===== src/rtl/gpio_port_pkg.sv =====
package gpio_port_pkg;
   localparam int unsigned OFS_DIR  = 0;
   localparam int unsigned OFS_OUT  = 1;
   localparam int unsigned OFS_POL  = 2;
   localparam int unsigned OFS_IEN  = 3;
   localparam int unsigned OFS_FLAG = 4;
   localparam int unsigned NUM_REGS = 5;
endpackage


===== src/rtl/gpio_sync.sv =====
module gpio_sync #(
   parameter int unsigned W      = 7,
   parameter int unsigned STAGES = 2
) (
   input  logic         clk,
   input  logic         rst_n,
   input  logic [W-1:0] d,
   output logic [W-1:0] q
);
   if (STAGES < 2) begin : g_bad_stages
      $error("gpio_sync: STAGES must be at least 2");
   end

   logic [W-1:0] st [STAGES];

   always_ff @(posedge clk or negedge rst_n) begin
      if (!rst_n) begin
         for (int i = 0; i < STAGES; i++) st[i] <= '0;
      end else begin
         st[0] <= d;
         for (int i = 1; i < STAGES; i++) st[i] <= st[i-1];
      end
   end

   assign q = st[STAGES-1];
endmodule


===== src/rtl/gpio_edge_det.sv =====
module gpio_edge_det #(
   parameter int unsigned W = 7
) (
   input  logic         clk,
   input  logic         rst_n,
   input  logic [W-1:0] lvl,
   input  logic [W-1:0] pol,
   output logic [W-1:0] det
);
   logic [W-1:0] prev_q;

   always_ff @(posedge clk or negedge rst_n) begin
      if (!rst_n) prev_q <= '0;
      else        prev_q <= lvl;
   end

   // An edge needs a level change; pol=0 keeps rising (new level 1), pol=1 keeps falling (new level 0).
   for (genvar i = 0; i < W; i++) begin : g_pin
      assign det[i] = (lvl[i] ^ prev_q[i]) & (lvl[i] ^ pol[i]);
   end

   // a steady synchronized level never reports an edge, whatever the polarity
   a_r9_no_edge_on_steady: assert property (@(posedge clk) disable iff (!rst_n)
      (lvl == prev_q) |-> (det == '0));
endmodule


===== src/rtl/gpio_pad_ctrl.sv =====
module gpio_pad_ctrl #(
   parameter int unsigned W = 7
) (
   input  logic [W-1:0] dir,
   input  logic [W-1:0] outv,
   output logic [W-1:0] oe,
   output logic [W-1:0] dout,
   output logic [W-1:0] pu
);
   for (genvar i = 0; i < W; i++) begin : g_pad
      always_comb begin
         if (dir[i]) begin
            oe[i]   = 1'b1;
            dout[i] = outv[i];
            pu[i]   = 1'b0;
         end else begin
            oe[i]   = 1'b0;
            dout[i] = 1'b0;
            pu[i]   = outv[i];
         end
      end
   end
endmodule


===== src/rtl/gpio_edge_port.sv =====
module gpio_edge_port
   import gpio_port_pkg::*;
#(
   parameter int unsigned NPINS       = 7,
   parameter int unsigned DW          = 8,
   parameter int unsigned AW          = 3,
   parameter int unsigned SYNC_STAGES = 2
) (
   input  logic             clk,
   input  logic             rst_n,
   input  logic [AW-1:0]    bus_addr,
   input  logic [DW-1:0]    bus_wdata,
   input  logic             bus_we,
   output logic [DW-1:0]    bus_rdata,
   input  logic [NPINS-1:0] pin_in,
   output logic [NPINS-1:0] pad_oe,
   output logic [NPINS-1:0] pad_do,
   output logic [NPINS-1:0] pad_pu,
   output logic             irq
);
   localparam int unsigned PAD = DW - NPINS;

   if (NPINS >= DW) begin : g_bad_width
      $error("gpio_edge_port: NPINS must leave a reserved bit in DW");
   end
   if ((1 << AW) < NUM_REGS) begin : g_bad_addr
      $error("gpio_edge_port: AW too small for the register map");
   end

   logic [NPINS-1:0] dir_q, out_q, pol_q, ien_q, flag_q;
   logic [NPINS-1:0] lvl, edge_det;
   logic [NPINS-1:0] wd;
   logic             wr_dir, wr_out, wr_pol, wr_ien, wr_flag;
   logic             unused_wdata;

   assign wd           = bus_wdata[NPINS-1:0];
   assign unused_wdata = ^bus_wdata[DW-1:NPINS];

   assign wr_dir  = bus_we && (bus_addr == AW'(OFS_DIR));
   assign wr_out  = bus_we && (bus_addr == AW'(OFS_OUT));
   assign wr_pol  = bus_we && (bus_addr == AW'(OFS_POL));
   assign wr_ien  = bus_we && (bus_addr == AW'(OFS_IEN));
   assign wr_flag = bus_we && (bus_addr == AW'(OFS_FLAG));

   gpio_sync #(.W(NPINS), .STAGES(SYNC_STAGES)) u_sync (
      .clk(clk), .rst_n(rst_n), .d(pin_in), .q(lvl)
   );

   gpio_edge_det #(.W(NPINS)) u_edge (
      .clk(clk), .rst_n(rst_n), .lvl(lvl), .pol(pol_q), .det(edge_det)
   );

   gpio_pad_ctrl #(.W(NPINS)) u_pad (
      .dir(dir_q), .outv(out_q), .oe(pad_oe), .dout(pad_do), .pu(pad_pu)
   );

   always_ff @(posedge clk or negedge rst_n) begin
      if (!rst_n) begin
         dir_q <= '0;
         out_q <= '0;
         pol_q <= '0;
         ien_q <= '0;
      end else begin
         if (wr_dir) dir_q <= wd;
         if (wr_out) out_q <= wd;
         if (wr_pol) pol_q <= wd;
         if (wr_ien) ien_q <= wd;
      end
   end

   // Write-zero-to-clear; a detected edge overrides a clear in the same cycle.
   always_ff @(posedge clk or negedge rst_n) begin
      if (!rst_n) flag_q <= '0;
      else        flag_q <= (wr_flag ? (flag_q & wd) : flag_q) | edge_det;
   end

   always_comb begin
      unique case (bus_addr)
         AW'(OFS_DIR):  bus_rdata = {{PAD{1'b0}}, dir_q};
         AW'(OFS_OUT):  bus_rdata = {{PAD{1'b0}}, out_q};
         AW'(OFS_POL):  bus_rdata = {{PAD{1'b0}}, pol_q};
         AW'(OFS_IEN):  bus_rdata = {{PAD{1'b0}}, ien_q};
         AW'(OFS_FLAG): bus_rdata = {{PAD{1'b0}}, flag_q};
         default:       bus_rdata = '0;
      endcase
   end

   assign irq = |(flag_q & ien_q);

   // without a flag write, no flag bit ever falls
   a_r5_flag_sticky: assert property (@(posedge clk) disable iff (!rst_n)
      !wr_flag |=> ((flag_q & $past(flag_q)) == $past(flag_q)));

   // any detected edge is visible as a set flag on the next cycle
   a_r6_edge_sets_flag: assert property (@(posedge clk) disable iff (!rst_n)
      (edge_det != '0) |=> ((flag_q & $past(edge_det)) == $past(edge_det)));

   // the request cannot drop unless software touches flags or enables
   a_r7_irq_held: assert property (@(posedge clk) disable iff (!rst_n)
      (irq && !wr_flag && !wr_ien) |=> irq);

   // the reserved top bit always reads 0
   a_r8_reserved_zero: assert property (@(posedge clk) disable iff (!rst_n)
      bus_rdata[DW-1] == 1'b0);

   // pullup and drive are never enabled together
   a_r3_pu_excl_oe: assert property (@(posedge clk) disable iff (!rst_n)
      (pad_pu & pad_oe) == '0);
endmodule


===== config.mk =====
export PLATFORM = sky130hd
export DESIGN_NAME = gpio_edge_port
export DESIGN_NICKNAME = d
export VERILOG_FILES = /design/src/rtl/gpio_port_pkg.sv /design/src/rtl/gpio_sync.sv /design/src/rtl/gpio_edge_det.sv /design/src/rtl/gpio_pad_ctrl.sv /design/src/rtl/gpio_edge_port.sv
export SDC_FILE = /design/constraint.sdc
export NUM_CORES = 1
export LEC_CHECK = 0
export ABC_AREA = 1
export BUFFER_PORTS_ARGS = -buffer_cell sky130_fd_sc_hd__buf_2
export CORE_MARGIN = 5
export CORE_UTILIZATION = 54
export DETAILED_ROUTE_END_ITERATION = 16
export PLACE_DENSITY = 0.78
export SETUP_SLACK_MARGIN = 0.2
export SYNTH_ARGS = -nofsm -noshare
export SYNTH_HDL_FRONTEND = slang
export SYNTH_SLANG_ARGS = --single-unit

===== constraint.sdc =====
create_clock -name clk -period 1 [get_ports clk]
set_clock_uncertainty 0.05 [all_clocks]
set_input_delay 0.05 -clock clk [delete_from_list [all_inputs] [get_ports clk]]
set_output_delay 0.05 -clock clk [all_outputs]
set_load 0.01 [all_outputs]

==> metrics.csv <==
stage;metric;value;unit
floorplan;initial_utilization;54.96;%
floorplan;fp.dieArea;6258;um^2
grt;grt_max_degree;57;
detailed_routing;ant_nets;0;
clocking;numCtsBuffers;5;
detailed_routing;drt_iter0_drc;363;
setup_path;critPathRequiredTime;900;ps
sta;clock.fmax;721.9;MHz
floorplan;num_rows;25;
placement;dp.cells;433;
clocking;htreeDepth;2;
grt;track_usage;22.91;%
finish;fillers;236;
synthesis;yosysSeqAreaShare;54.34;%
sta;hold_ws;-37.19;ps
finish;finalCoreUtilization;81.95;%
clocking;clk_pin_slew_worst_paths;100;ps
pwr;ir_worst_vdd;0.001022;V
run_status;status;finished with violations;
synthesis;syn_area_per_cell;8.084;um^2
clocking;cts_sinks;56;
setup_path;critPathKind;flop to output port;
sta;finalSetupViolCount;33;
clocking;clockBufferDepth;2;
finish;multi_input_area;1151;um^2
synthesis;syn-instance-count;319;
setup_path;cp_max_fo;2;
detailed_routing;vias;2843;
finish;final_cells;487;
flow_run;max-cap-violations;0;
synthesis;yosys_warnings;0;
synthesis;synth.distinct_cells;16;
clocking;root_buffer;clkbuf_8;
grt;grt_pass1_wl;11.18;mm
synthesis;synth_largest_area_cell;dfrtp_1;
synthesis;synth.area.top_cells;dfrtp_1, nand2_1, nor2_1;
detailed_routing;vias_per_cell;5.838;
grt;antenna_found_initial;0;
grt;grt_pass1_vias;2456;
grt;overflow;0;
detailed_routing;dr.pass1.iters;5;
finish;area_growth;49.10;%
detailed_routing;wl_per_cell;17.73;um
sta;fin_crit_sh;138.5;%
pwr;p_per_area;1617;nW/um^2
placement;placed_area;3014;um^2
sta;grt_setup_unrepaired;yes;
sta;hold_violations;5;
sta;maxSlewViolCount;0;
run_status;violations;hold timing, setup timing;
finish;antenna_cells;0;
synthesis;synth_area;2579;um^2
pwr;p_leak;1.985;nW
synthesis;synth_seq_cells;56;
setup_path;critPathLaunchType;flop;
setup_path;arrival;1290;ps
finish;regArea;1401;um^2
detailed_routing;wirelength;8.636;mm
finish;fin_nets;454;
sta;final.setup.worst_slack;-385.2;ps
pwr;power;6.217;mW
floorplan;pin_count;51;
finish;drive_gt1_share;39.72;%
synthesis;synth_top_area_share;54.34;%
placement;place.port_buffers;48;
clocking;cts_tree;yes;
synthesis;synth_fp_nets;340;
clocking;insertion_delay;320;ps
setup_path;end_kind;output port;
sta;period_needed;1385;ps
floorplan;core_area;4692;um^2
placement;finalWeightedCongestion;0.8398;
detailed_routing;drc_errors;0;
floorplan;die_x;79.11;um
finish;fin_area;3845;um^2
floorplan;fp.dieH;79.11;um
placement;dpl.hpwl;4.179;mm
worst_hold_path;min_path_type;primary input to flop;
Yosys cell counts (all sizes together):
cell and count:
nor2 54, nand4 9, inv 38, a21oi 8, conb 1, buf 7
o21ai 32, nand2 94, nand3 18, clkbuf 2, dfrtp 56
what timing repair did:
item | in CTS | in global routing
setup buffers | 13 | 15
setup endpoints to repair | 40 | 62
resized for setup | 62 | 66
endpoints found under the hold margin | 90 | 10
hold buffers | 16 | 7
cloned | 0 | 2
pin swaps | 39 | 31
sequential cells by signal, indices dropped and copies added, names as in the netlist:
register and flops:
dir_q 7, u_sync.q 7, pol_q 7, u_edge.prev_q 7
ien_q 7, flag_q 7, out_q 7, u_sync.st 7
routing by layer:
| layer | up-vias | wire, um | global-route usage [%] |
|---|---|---|---|
| met4 | 0 | 460 | 9.794 |
| li1 | 1237 | - | - |
| met3 | 58 | 712 | 5.215 |
| met2 | 208 | 4348 | 37.96 |
| met5 | - | 0 | 0 |
| met1 | 1340 | 3115 | 28.80 |
cell type report:
cell class | instances | area share [%]
Sequential cell | 56 | 36.45
Tap cell | 54 | 1.757
Clock buffer | 6 | 1.887
Timing Repair Buffer | 114 | 25.97
Multi-Input combinational cell | 218 | 29.94
Clock inverter | 1 | 0.1302
Inverter | 38 | 3.872
through the flow:
stage                     TNS, ps  hold slack (ps)  setup slack, ps
after CTS                   -4712            4.199           -315.4
after detailed placement    -1399            23.35           -95.21
after global placement     -511.1            18.09           -58.25
final                       -6296           -37.19           -385.2
after global routing        -7304           -17.74           -485.7
after floorplan                 0           -295.6            170.6
critical path, cell delays in order (launching register included):
cell and delay, ps:
dfrtp_1 440, nand3_1 130, nand2_1 70, nor2_1 110
nand2_1 80, buf_2 140
path summary, 6_finish.rpt:
| path | startpoint | endpoint | slack (ps) | depth (start not counted) |
|---|---|---|---|---|
| max | pol_q[0] | bus_rdata[0] | -390 | 5 |
| min | bus_wdata[3] | pol_q[3] | -40 | 3 |
| max reg2reg | pol_q[2] | flag_q[2] | -80 | 6 |
| min reg2reg | u_sync.st[7] | u_sync.q[0] | 300 | 0 |
| max in group asynchronous | rst_n | u_edge.prev_q[6] | 460 | 3 |
| min in group asynchronous | rst_n | pol_q[0] | 200 | 3 |
logic make-up (layout without fill, tap and decap cells):
| family | count (synthesis) | in the layout | share of synthesized area [%] |
|---|---|---|---|
| other cells | 1 | 1 | 0.1454 |
| buf+inv | 47 | 159 | 8.103 |
| flops | 56 | 56 | 54.34 |
| compound gates | 40 | 40 | 7.763 |
| simple gates | 175 | 177 | 29.65 |
cells in the final DEF, fill, tap and decap left out, drive strengths merged:
master	n
nand3	18
dlymetal6s4s	1
nand2	94
a21oi	8
buf	96
dfrtp	56
o21ai	32
dlygate4sd3	16
clkinv	1
inv	37
conb	1
nand4	9
clkbuf	7
nor2	56
clkinvlp	1
where the power goes:
group / internal (mW) / switching (mW)
clock: 0.479 / 0.718
sequential: 2.56 / 0.255
combinational: 1.10 / 1.11
(Power assumes the default switching activity.)
